`src/rtl/line_state_ctrl.sv`:
```
module line_state_ctrl #(
  parameter int BE_W       = 8,
  parameter int LINE_BYTES = 32
) (
  input  logic                 clk,
  input  logic                 rst,
  input  logic                 acc_valid,
  input  logic                 acc_write,
  input  logic [BE_W-1:0]      acc_be,
  input  logic                 acc_hit,
  input  logic                 cache_req,
  input  logic                 cache_en,
  input  logic                 page_wt,
  input  logic                 wb_sel,
  input  logic                 wr_alloc,
  output logic                 busy,
  output logic [1:0]           line_state,
  output logic                 bus_req,
  output logic [1:0]           bus_op,
  output logic [BE_W-1:0]      bus_be,
  input  logic                 bus_ack,
  output logic                 fill_we,
  output logic [((LINE_BYTES/BE_W) > 1 ? $clog2(LINE_BYTES/BE_W) : 1)-1:0] fill_beat,
  output logic                 arr_we,
  output logic [BE_W-1:0]      arr_be
);
  localparam int BEATS = LINE_BYTES / BE_W;
  localparam int CNT_W = (BEATS > 1) ? $clog2(BEATS) : 1;
  localparam logic [CNT_W-1:0] LAST = CNT_W'(BEATS - 1);

  localparam logic [1:0] ST_I = 2'd0, ST_S = 2'd1, ST_E = 2'd2, ST_M = 2'd3;
  localparam logic [1:0] OP_SRD = 2'd0, OP_SWR = 2'd1, OP_BRD = 2'd2;

  typedef enum logic [2:0] {P_IDLE, P_SRD, P_SWR, P_FILL, P_MERGE, P_COMMIT} phase_t;

  phase_t           phase;
  logic [1:0]       tgt;
  logic [BE_W-1:0]  be_q;
  logic             wr_q;
  logic             wt_after;
  logic [CNT_W-1:0] beat;

  wire wb_mode = ~page_wt & wb_sel;
  wire miss    = ~acc_hit | (line_state == ST_I);
  wire accept  = acc_valid & (phase == P_IDLE);

  always_ff @(posedge clk) begin
    if (rst) begin
      phase      <= P_IDLE;
      line_state <= ST_I;
      tgt        <= ST_I;
      be_q       <= '0;
      wr_q       <= 1'b0;
      wt_after   <= 1'b0;
      beat       <= '0;
    end else begin
      case (phase)
        P_IDLE: if (acc_valid) begin
          be_q     <= acc_be;
          wr_q     <= acc_write;
          beat     <= '0;
          wt_after <= 1'b0;
          if (!acc_write) begin
            if (!miss) begin
              phase <= P_COMMIT;
              tgt   <= line_state;
            end else if (cache_req && cache_en) begin
              phase <= P_FILL;
              tgt   <= wb_mode ? ST_E : ST_S;
            end else begin
              phase <= P_SRD;
              tgt   <= ST_I;
            end
          end else begin
            if (!miss) begin
              phase <= P_MERGE;
              if (line_state == ST_S) begin
                wt_after <= 1'b1;
                tgt      <= wb_mode ? ST_E : ST_S;
              end else begin
                tgt <= ST_M;
              end
            end else if (wr_alloc) begin
              phase    <= P_FILL;
              wt_after <= ~wb_mode;
              tgt      <= wb_mode ? ST_M : ST_S;
            end else begin
              phase <= P_SWR;
              tgt   <= ST_I;
            end
          end
        end
        P_SRD, P_SWR: if (bus_ack) phase <= P_COMMIT;
        P_FILL: if (bus_ack) begin
          beat <= beat + 1'b1;
          if (beat == LAST) phase <= wr_q ? P_MERGE : P_COMMIT;
        end
        P_MERGE: phase <= wt_after ? P_SWR : P_COMMIT;
        P_COMMIT: begin
          line_state <= tgt;
          phase      <= P_IDLE;
        end
        default: phase <= P_IDLE;
      endcase
    end
  end

  assign busy      = (phase != P_IDLE);
  assign bus_req   = (phase == P_SRD) | (phase == P_SWR) | (phase == P_FILL);
  assign bus_op    = (phase == P_FILL) ? OP_BRD : (phase == P_SWR) ? OP_SWR : OP_SRD;
  assign bus_be    = (phase == P_FILL) ? {BE_W{1'b1}} : be_q;
  assign fill_we   = (phase == P_FILL) & bus_ack;
  assign fill_beat = beat;
  assign arr_we    = (phase == P_MERGE);
  assign arr_be    = be_q;

  assert_rst_R1: assert property (@(posedge clk)
    ($past(rst) && !rst) |-> (line_state == ST_I && !bus_req && !busy));

  assert_hold_R10: assert property (@(posedge clk) disable iff (rst)
    (!$past(rst) && line_state != $past(line_state)) |-> $past(phase) == P_COMMIT);

  assert_readhit_quiet_R4: assert property (@(posedge clk) disable iff (rst)
    (accept && !acc_write && !miss) |=> (!bus_req && !arr_we));

  assert_merge_quiet_R6: assert property (@(posedge clk) disable iff (rst)
    arr_we |-> !bus_req);

  assert_merge_after_fill_R3: assert property (@(posedge clk) disable iff (rst)
    ($past(phase) == P_FILL && phase == P_MERGE) |-> $past(bus_ack));

  assert_mod_from_store_R8: assert property (@(posedge clk) disable iff (rst)
    (!$past(rst) && line_state == ST_M && $past(line_state) != ST_M) |-> $past(wr_q));
endmodule

```
`config.mk`:
```
export PLATFORM = sky130hd
export DESIGN_NAME = line_state_ctrl
export DESIGN_NICKNAME = d
export VERILOG_FILES = /design/src/rtl/line_state_ctrl.sv
export SDC_FILE = /design/constraint.sdc
export NUM_CORES = 1
export LEC_CHECK = 0
export BUFFER_PORTS_ARGS = -buffer_cell sky130_fd_sc_hd__buf_2
export CORE_MARGIN = 1
export CORE_UTILIZATION = 49
export CTS_CLUSTER_DIAMETER = 120
export CTS_CLUSTER_SIZE = 12
export DETAILED_ROUTE_END_ITERATION = 8
export GPL_TIMING_DRIVEN = 0
export PLACE_DENSITY = 0.79
export SETUP_SLACK_MARGIN = 0.2
export SYNTH_ARGS = -nofsm -noshare
export SYNTH_HDL_FRONTEND = slang
export SYNTH_SLANG_ARGS = --single-unit
```
`constraint.sdc`:
```
create_clock -name clk -period 2.98 [get_ports clk]
set_clock_uncertainty 0.05 [all_clocks]
set_input_delay 0.149 -clock clk [delete_from_list [all_inputs] [get_ports clk]]
set_output_delay 0.149 -clock clk [all_outputs]
set_load 0.1 [all_outputs]
```
Word level (Yosys, flattened, before mapping):

Cells that the tools add are included.

* register bits after elaboration: 19
* output and inout port bits: 26
* word-level logic and storage cells: 66

* add/sub/neg operators: 1
* equality and inequality tests: 11
* muxes and demuxes: 30
* bitwise logic cells: 8
* reductions and logical operators: 9

Operators by type and width (number)
* 2-bit two-way mux: 12
* 3-bit two-way mux: 8
* 3-bit case mux with 4 select lines: 1
* 8-bit two-way mux: 1
* 2-bit != test (second input constant): 4
* 1-bit two-way mux: 7
* 3-bit by 2-bit == test with 1-bit output (second input constant): 2
* 3-bit == test (second input constant): 2
* 2-bit case mux with 2 select lines: 1
* 4-bit AND reduction: 1
* 3-bit by 1-bit == test with 1-bit output (second input constant): 1
* 3-bit logical NOT: 1
* 1-bit inverter: 3
* 1-bit OR: 3
* 3-bit AND reduction: 1
* 3-bit nonzero test: 1
* 2-bit by 1-bit adder with 2-bit output (second input constant): 1
* 1-bit AND: 2
* 2-bit by 1-bit == test with 1-bit output (second input constant): 1
* 2-bit == test (second input constant): 1
* 2-bit logical NOT: 1
* 2-bit AND reduction: 1
* 2-bit nonzero test: 1
* 2-bit OR reduction: 1
* 1-bit logical AND: 1

Longest topological paths before layout:

* depth in word-level cells: 6
* depth in mapped cells: 6
* gate-level depth less buffers: 5

Least setup slack after synthesis:

OpenSTA, ideal clock, no wires.

* path kind: register to output
* start: register phase[1]
* end: output port bus_op[0]
* arrival time: 2896 ps
* setup slack: -115 ps
* stages on the path, launching flop included: 3
* buffers on the path: 1
* path through: dfxtp_1 > clkbuf_1 > nor3b_1

* longest elaborated chain between the ends: 3

RTL lines
* start: declaration: line 36 `phase_t phase;`
* start signal: assignment: line 96 `if (beat == LAST) phase <= wr_q ? P_MERGE : P_COMMIT;`
* start signal: assignment: line 98 `P_MERGE: phase <= wt_after ? P_SWR : P_COMMIT;`
* 3-bit by 2-bit == test with 1-bit output: line 110 `assign bus_op = (phase == P_FILL) ? OP_BRD : (phase == P_SWR) ? OP_SWR : OP_SRD;`
* 1-bit two-way mux: line 110
* 2-bit two-way mux *: line 110
* end: declaration: line 19 `output logic [1:0] bus_op,`

Every way passes the cells marked *; elsewhere a longest branch is shown, timed or not.

Worst setup path in the final report:

* start: register phase[1]
* end: output port bus_be[4]

* longest elaborated chain between the ends: 2

RTL lines
* 3-bit by 2-bit == test with 1-bit output: line 111 `assign bus_be = (phase == P_FILL) ? {BE_W{1'b1}} : be_q;`
* 8-bit two-way mux: line 111
* end: declaration: line 20 `output logic [BE_W-1:0] bus_be,`

Every way passes these cells.

==> results.md <==
- Post CTS Setup Buffer Count: 0
- Remaining Overflow, GRT: 0
- Placed Area: around 1300 µm²
- Final Hold Vio Count: 0
- RD Place Congestion: ~0.83
- TritonCTS Buffers: 3
- Final nets: ~200
- H-Tree Level Count: 1
- Crit path kind: flip-flop to output pin
- #FFs+latches synth: 19
- Setup TNS: 0 ps
- Largest net degree at the start of global routing: 12
- CP Max Fanout: 10
- Top delay family on crit path: buffers and inverters
- Post-CTS Resized: 0
- Max Freq: ~470 MHz
- Drt total wl: about 2500 µm
- Reg-to-reg critical path startpoint: phase[0]$_SDFFE_PP0P_
- Synth cell types: 38
- Arrival @ worst endpoint: approximately 2000 ps
- R2R Setup Slk: about 1400 ps
- RSZ-0062 raised after global routing: no
- Die height: ~48 µm
- Worst slew pin tran: just under 500 ps
- Number of synthesis warnings: 0
- Ranking of synthesized cells by area: dfxtp_1 (37%), nand2_1 (10%), a21oi_1 (7.3%)
- Vias in the first global route: 847
- Mean post-synth cell area: about 7.6 µm²
- Slowest Stage Delay on Critical Path: about 460 ps
- Relative slew slack: ~68%
- Non-Filler Instances: 208
- R2r worst-path depth: 5
- Min cycle time layout: ~2200 ps
- Reg clk slew, reported paths: around 110 ps
- Critical path capture point type: output pin
- DP HPWL: ~1900 µm
- Post-synth top flop: dfxtp_1
- Full die area: 2280 µm²
- Leak: 0.000667 µW
- Fin area: roughly 1300 µm²
- Hold Crit Endpoint: arr_be[7]$_SDFFE_PP0P_
- EDFF count, synth: 0
- DRT Pass-1 Iters: 4
- Setup WS post-layout: 829 ps
- Gr usage total: between 20 and 25%
- Synth-to-Final Area Change: 27.0%
- Vias: 1,126
- Share of layout cells above drive strength 1: a little under a third
- Register area share after synthesis: a little under two fifths
- Core ar.: slightly below 2000 µm²
- Endpoints failing setup: 0
- # fillers: 180
- Worst vdd ir: roughly 0.00064 V
- Antenna-violating nets left: 0
- Port-buffer cells: 42
- CTS Buffer Depth: 2
- First-pass GRT wire length: 3680 µm
- Status: completed
- Final period util: 72.2%
- Io pins: 45
- Power per cell area: roughly 1200 nW/µm²
- Initial antenna violation count: 0
- Syn Inst Count: ~140
- Worst hold path type: input pin to flip-flop
- Mapped Area: a little over 1000 µm²
- R2R Path End: phase[1]$_SDFFE_PP0P_
- Die width: around 48 µm
- Area leader, netlist: dfxtp_1
- Worst EP required: roughly 2800 ps
- Mapped Nets: around 160
- Most frequent cell after synthesis: nand2_1
- Site Rows: 16
- Post-synth top area share: a little under two fifths
- Slew Limit Fails: 0
- CP max-delay cell: dfxtp_1
- Wirelength per Cell: 11.8 µm
- N_diodes: 0
- Hold_sp: acc_be[7]
- DRC errors left: 0
- Post-placement cell count: about 200
- Hold path cells: 3
- Hold-fix buffers, CTS: 0
- 1st-iter DRT viols: 31
- Setup slack at placement: between 1000 and 1500 ps
- Vias per cell: approximately 5.4
- CTS tree: yes
- Worst skew pair latency: 300 ps
- Buf/Inv on CP: 2
- Crit path launch type: flip-flop
- Root Buffer: clkbuf_4
- Max capacitance violation total: 0
- Initial Util: between 50% and 60%
- Synth async-reset ratio: 0%
- Most instantiated cells after synthesis: nand2_1 (28), dfxtp_1 (19), a21oi_1 (15), nor2_1 (12), nand2b_1 (9)
- CP Cell Sequence: clkbuf_1 > nand2_1 > nand2b_1 > buf_2
- Sinks on Clock Net: 19
area by class of cell:
class                   count  area [µm²]  share of cell area [%]
multi-input cells         103         592                    45.4
well taps                  27        33.8                    2.59
clock inverters             1        5.00                   0.384
clock buffers               3        22.5                    1.73
repair buffers             42         210                    16.1
flip-flops and latches     19         380                    29.2
inverters                   5        18.8                    1.44
plain buffers               8        40.0                    3.07
cells by family after synthesis:
family                   count (synthesis)  synth area share (%)
adder cells (fa/ha/maj)                  1                  1.22
AND/OR/NAND/NOR                         65                  31.5
flip-flops                              19                  37.1
multiplexers                             2                  1.95
buffers and inverters                   13                  5.73
AO/OA/AOI/OAI                           35                  22.6
metal layers:
metal | GRT usage [%] | wire [µm] | vias up
li1 | - | - | 564
met1 | 30.7 | 1060 | 509
met2 | 37.3 | 1210 | 48
met3 | 3.40 | 150 | 5
met4 | 10.0 | 41 | 0
met5 | 0 | 0 | -
flip-flops by register name (all words and copies together), names as in the netlist:
| register | cells |
|---|---|
| wr_q | 1 |
| fill_beat | 2 |
| tgt | 2 |
| line_state | 2 |
| phase | 3 |
| arr_be | 8 |
| wt_after | 1 |
cells in the final DEF (no fill, tap or decap), types with 2 or more instances in the layout:
cell type  count
buf_2         44
nand2_1       28
dfxtp_1       19
a21oi_1       15
nor2_1        12
nand2b_1       9
inv_1          4
o21ai_0        4
clkbuf_1       3
nor3_1         3
clkbuf_4       3
buf_4          2
nor2b_1        2
and3_1         2
nand3_1        2
o211ai_1       2
mux2i_1        2
a31oi_1        2
worst max-delay path by stage:
| stage | from | endpoint | depth (start not counted) |
|---|---|---|---|
| after floorplan | phase[1]$_SDFFE_PP0P_ | bus_op[0] | 2 |
| after global placement | phase[1]$_SDFFE_PP0P_ | bus_be[2] | 4 |
| after detailed placement | phase[1]$_SDFFE_PP0P_ | bus_be[4] | 4 |
| after CTS | phase[1]$_SDFFE_PP0P_ | bus_be[4] | 4 |
| after global routing | phase[1]$_SDFFE_PP0P_ | bus_be[4] | 4 |
| final | phase[1]$_SDFFE_PP0P_ | bus_be[4] | 4 |
stage by stage:
stage	utilization [%]	total power [µW]	hold slack [ps]
after CTS	66.4	1600	26.1
after floorplan	-	1320	235
after global placement	65.0	1460	340
after detailed placement	65.0	1470	349
final	66.4	1600	30.4
after global routing	66.4	1680	24.5
report_power, final:
group	internal, µW	switching [µW]	leakage, µW	total [µW]
Sequential	306	43.8	0.000155	350
Clock	50.0	81.4	0.0000177	131
Combinational	210	912	0.000494	1120
worst min-delay path, delay by kind of cell:
family / cells / cell delay (ps)
buffers and inverters: 1 / 100
AO/OA/AOI/OAI: 1 / 50
AND/OR/NAND/NOR: 1 / 40
No activity file was read; power rests on OpenSTA's default activity.
